===== config.mk =====
export PLATFORM = sky130hd
export DESIGN_NAME = ide_irq_latch
export DESIGN_NICKNAME = d
export VERILOG_FILES = /design/src/rtl/ide_irq_latch.sv
export SDC_FILE = /design/constraint.sdc
export NUM_CORES = 1
export LEC_CHECK = 0
export ABC_AREA = 0
export ABC_CLOCK_PERIOD_IN_PS = 970
export BUFFER_PORTS_ARGS = -buffer_cell sky130_fd_sc_hd__clkbuf_2
export CORE_AREA = 5 5 42 44
export DETAILED_ROUTE_END_ITERATION = 12
export DIE_AREA = 0 0 47 49
export PLACE_DENSITY = 0.72
export SKIP_CTS_REPAIR_TIMING = 1
export SKIP_LAST_GASP = 1
export SYNTH_ARGS = -nofsm -noshare
export SYNTH_HDL_FRONTEND = slang
export SYNTH_SLANG_ARGS = --single-unit
export TNS_END_PERCENT = 1

===== constraint.sdc =====
create_clock -name clk -period 0.97 [get_ports clk]
set_clock_uncertainty 0.1 [all_clocks]
set_input_delay 0.0485 -clock clk [delete_from_list [all_inputs] [get_ports clk]]
set_output_delay 0.0485 -clock clk [all_outputs]
set_load 0.05 [all_outputs]

===== src/rtl/ide_irq_latch.sv =====
module ide_irq_latch #(
  parameter int NCH      = 2,
  parameter int STAT_BIT = 2
) (
  input  logic       clk,
  input  logic       rst,
  input  logic       wr_en,
  input  logic [7:0] wr_data,
  output logic [7:0] rd_data,
  input  logic [1:0] chan_irq,
  input  logic [7:0] dma_stat0,
  input  logic [7:0] dma_stat1,
  output logic [1:0] ctrl_out,
  output logic [1:0] mode_out,
  output logic [1:0] qual_irq
);
  localparam int PEND_LO = 2;

  logic [NCH-1:0] irq_prev;
  logic [NCH-1:0] pend;
  logic [NCH-1:0] rise;
  logic [NCH-1:0] clr;
  logic [NCH-1:0] stat_irq;
  logic [1:0]     ctrl_q;
  logic [1:0]     mode_q;
  logic [1:0]     keep_q;

  assign rise     = chan_irq & ~irq_prev;
  assign clr      = wr_en ? wr_data[PEND_LO +: NCH] : '0;
  assign stat_irq = {dma_stat1[STAT_BIT], dma_stat0[STAT_BIT]};

  always_ff @(posedge clk) begin
    if (rst) begin
      irq_prev <= '0;
      pend     <= '0;
    end else begin
      irq_prev <= chan_irq;
      pend     <= rise | (pend & ~clr);
    end
  end

  always_ff @(posedge clk) begin
    if (rst) begin
      ctrl_q <= '0;
      mode_q <= '0;
      keep_q <= '0;
    end else if (wr_en) begin
      ctrl_q <= wr_data[1:0];
      mode_q <= wr_data[5:4];
      keep_q <= wr_data[7:6];
    end
  end

  assign rd_data  = {keep_q, mode_q, pend, 2'b00};
  assign ctrl_out = ctrl_q;
  assign mode_out = mode_q;
  assign qual_irq = pend & stat_irq;


  reset_clear_chk: assert property (@(posedge clk) rst |=> (rd_data == 8'h00 && qual_irq == 2'b00));


  mode_hold_chk: assert property (@(posedge clk) disable iff (rst) !wr_en |=> $stable(mode_out));

  for (genvar i = 0; i < NCH; i++) begin : g_chk

    edge_set_chk: assert property (@(posedge clk) disable iff (rst)
      (chan_irq[i] && !irq_prev[i]) |=> rd_data[PEND_LO+i]);

    set_wins_chk: assert property (@(posedge clk) disable iff (rst)
      (chan_irq[i] && !irq_prev[i] && wr_en && wr_data[PEND_LO+i]) |=> rd_data[PEND_LO+i]);

    no_spurious_chk: assert property (@(posedge clk) disable iff (rst)
      (!rd_data[PEND_LO+i] && !(chan_irq[i] && !irq_prev[i])) |=> !rd_data[PEND_LO+i]);

    w1c_chk: assert property (@(posedge clk) disable iff (rst)
      (wr_en && wr_data[PEND_LO+i] && !(chan_irq[i] && !irq_prev[i])) |=> !rd_data[PEND_LO+i]);

    qual_chk: assert property (@(posedge clk) disable iff (rst)
      qual_irq[i] |-> rd_data[PEND_LO+i]);
  end
endmodule


==> metrics.cfg <==
[outcome]
outcome=finished, violations left
violations=negative hold slack, negative setup slack

[power_and_ir_drop]
leakagePower_nw=0.3486
p_per_area_mw_per_mm2=1661
seqPwrFrac=0.407
p_sw_w=0.0003417
internal_power_w=0.0007740
pwr-share-clk=0.334
swShare=0.3063
p_comb_frac=0.258
ir_worst_vdd_uv=1054

[place]
gp_congestion=0.5797
pre_cts_slack_ns=0.1048
port_buffers=26
dpl.hpwl_um=667.8
placedInstanceArea_sq_um=518.0
placedCellCount=77

[min_path]
hold_class=in -> reg

[clock_network]
cts_buffers=3
cts_tree=yes
clkSinkCount=10
clock_latency_ns=0.26
htreeDepth=1
clockBufferDepth=2
cts_root_buf=clkbuf_4
clk_pin_slew_ns=0.07

[critical_path]
arrival_ns=0.88
critPathMaxFanout=3
slowest_stage=dfxtp_2
critPathLaunchType=flop
crit_required_ns=0.82
cp_top_family=flip-flops
endpoint_kind=primary output
cp.buffers_inverters=1
max_stage_delay_ns=0.34
worstSetupPathType=reg -> out
cp_cell_sequence=and2_4 > buf_8

[floorplan]
initial_core_util=0.2929
dieArea_sq_mm=0.002303
ios=43
coreArea_sq_mm=0.001401
die_w_um=47
die_h_um=49
rows=14

[route]
vias=373
dr.pass1.iters=1
routed_wl_um=922
vias_per_cell=4.144
dr.first_iter.drc_count=0
postRouteAntennaNets=0
wire_per_inst_um=10.24
drc_errors=0

[timing]
max_freq_ghz=0.9688
finalMaxSlewViolations=0
rsz0062_at_grt=true
timing.hold.ws_ns=-0.001910
fin_crit_sh=1.064
hold_viol=1
min_period_ns=1.032
final.setup.worst_slack_ns=-0.06215
finalSetupViolations=12

[yosys]
yosysUniqueCellTypes=16
ys_warn_count=0
synthCells=40
netlist_area_sq_um=410.4
synth_seq_area_share=0.4878
yosysTopAreaCellShare=0.4878
ys_seq_elements=10
synth.avg_cell_area_sq_um=10.26
synth_area_leaders=dfxtp_1 (49%), mux2i_1 (15%), buf_4 (7.3%)
synth_area_leader_cell=dfxtp_1

[global_routing]
grt_max_degree=11
antenna_found_initial=0
grt_usage=0.07649
overflow=0
grt_first_pass_wirelength_um=1276
grt_pass1_vias=297

[final_layout]
layout-drive-gt1-share=0.5270
fin_area_sq_um=671.9
diodes=0
final_cell_mix=clkbuf_2 (20), dlygate4sd3_1 (9), dfxtp_1 (7)
stdcell_count=90
fin_nets=104
fillers=148
synthToLayoutAreaGrowth_pct=63.72
final_common_cell=clkbuf_2
multi_input_area_sq_um=158.9
regArea_sq_um=203.9

[run]
cap_violations=0

## worst reg2reg max path: stages (launching register included)
cell and delay, ns:
dfxtp_1 0.31, nor3b_1 0.04, a31o_2 0.21
## state kept, by name, summed over array words and instances (netlist names)
signal	flops
ctrl_out	2
irq_prev	2
keep_q	2
mode_out	2
pend	2
## per-layer routing
layer  GRT usage  part of all wire  wire, um
met1     0.09172              0.35       324
met2      0.1018              0.50       462
met3     0.05904              0.15       135
met4     0.02765                 0         0
met5           0                 0         0
## path summary, 6_finish.rpt
| kind | start | to | cells after the start | slack, ns |
|---|---|---|---|---|
| hold reg to reg | irq_prev[0] | pend[0] | 2 | 0.37 |
| setup reg to reg | irq_prev[1] | pend[1] | 2 | 0.21 |
| setup / recovery | pend[1] | qual_irq[1] | 2 | -0.06 |
| hold / removal | rst | mode_out[0] | 2 | -0.002 |
## synth_stat cells
master    n
a31o_2    1
inv_2     1
nor3b_1   1
buf_4     4
nor2_1    6
inv_1     1
buf_6     2
conb_1    1
nor2b_2   1
and2_1    2
nor2b_1   1
nand2_2   1
a32o_1    1
dfxtp_1  10
nand2_1   1
mux2i_1   6
## final cells by class
| class | count | share of cell area |
|---|---|---|
| inverter | 2 | 0.01117 |
| multi-input combinational | 23 | 0.2365 |
| timing repair buffer | 35 | 0.3650 |
| sequential | 10 | 0.3035 |
| tap | 16 | 0.02980 |
| clock buffer | 4 | 0.05400 |
## power by group through the flow
| stage | combinational [W] | sequential, W | clock [W] |
|---|---|---|---|
| 2_1_floorplan | 0.000124 | 0.000539 | 0 |
| 3_3_place_gp | 0.000242 | 0.000462 | 0 |
| 3_5_place_dp | 0.000245 | 0.000463 | 0 |
| 4_1_cts | 0.000245 | 0.000454 | 0.000383 |
| 5_1_grt | 0.000305 | 0.000459 | 0.000406 |
| 6_report | 0.000288 | 0.000455 | 0.000373 |
## logic make-up (layout without fill, tap and decap cells)
logic type | after synthesis | count (layout) | synth area share
AOI/OAI and AO/OA | 2 | 2 | 0.04574
buffers and inverters | 8 | 41 | 0.1463
DFF | 10 | 10 | 0.4878
muxes | 6 | 6 | 0.1463
other | 1 | 2 | 0.009138
and+or+nand+nor | 13 | 13 | 0.1646
## per-stage QoR
step | util | power (W) | TNS [ns]
floorplan | - | 0.0006633 | -0.1865
detailed placement | 0.3696 | 0.0007081 | 0
global route | 0.4795 | 0.001171 | -1.161
finish | 0.4795 | 0.001116 | -0.5785
CTS | 0.3955 | 0.001082 | -1.029
global placement | 0.3696 | 0.0007035 | 0
(Power assumes the default switching activity.)
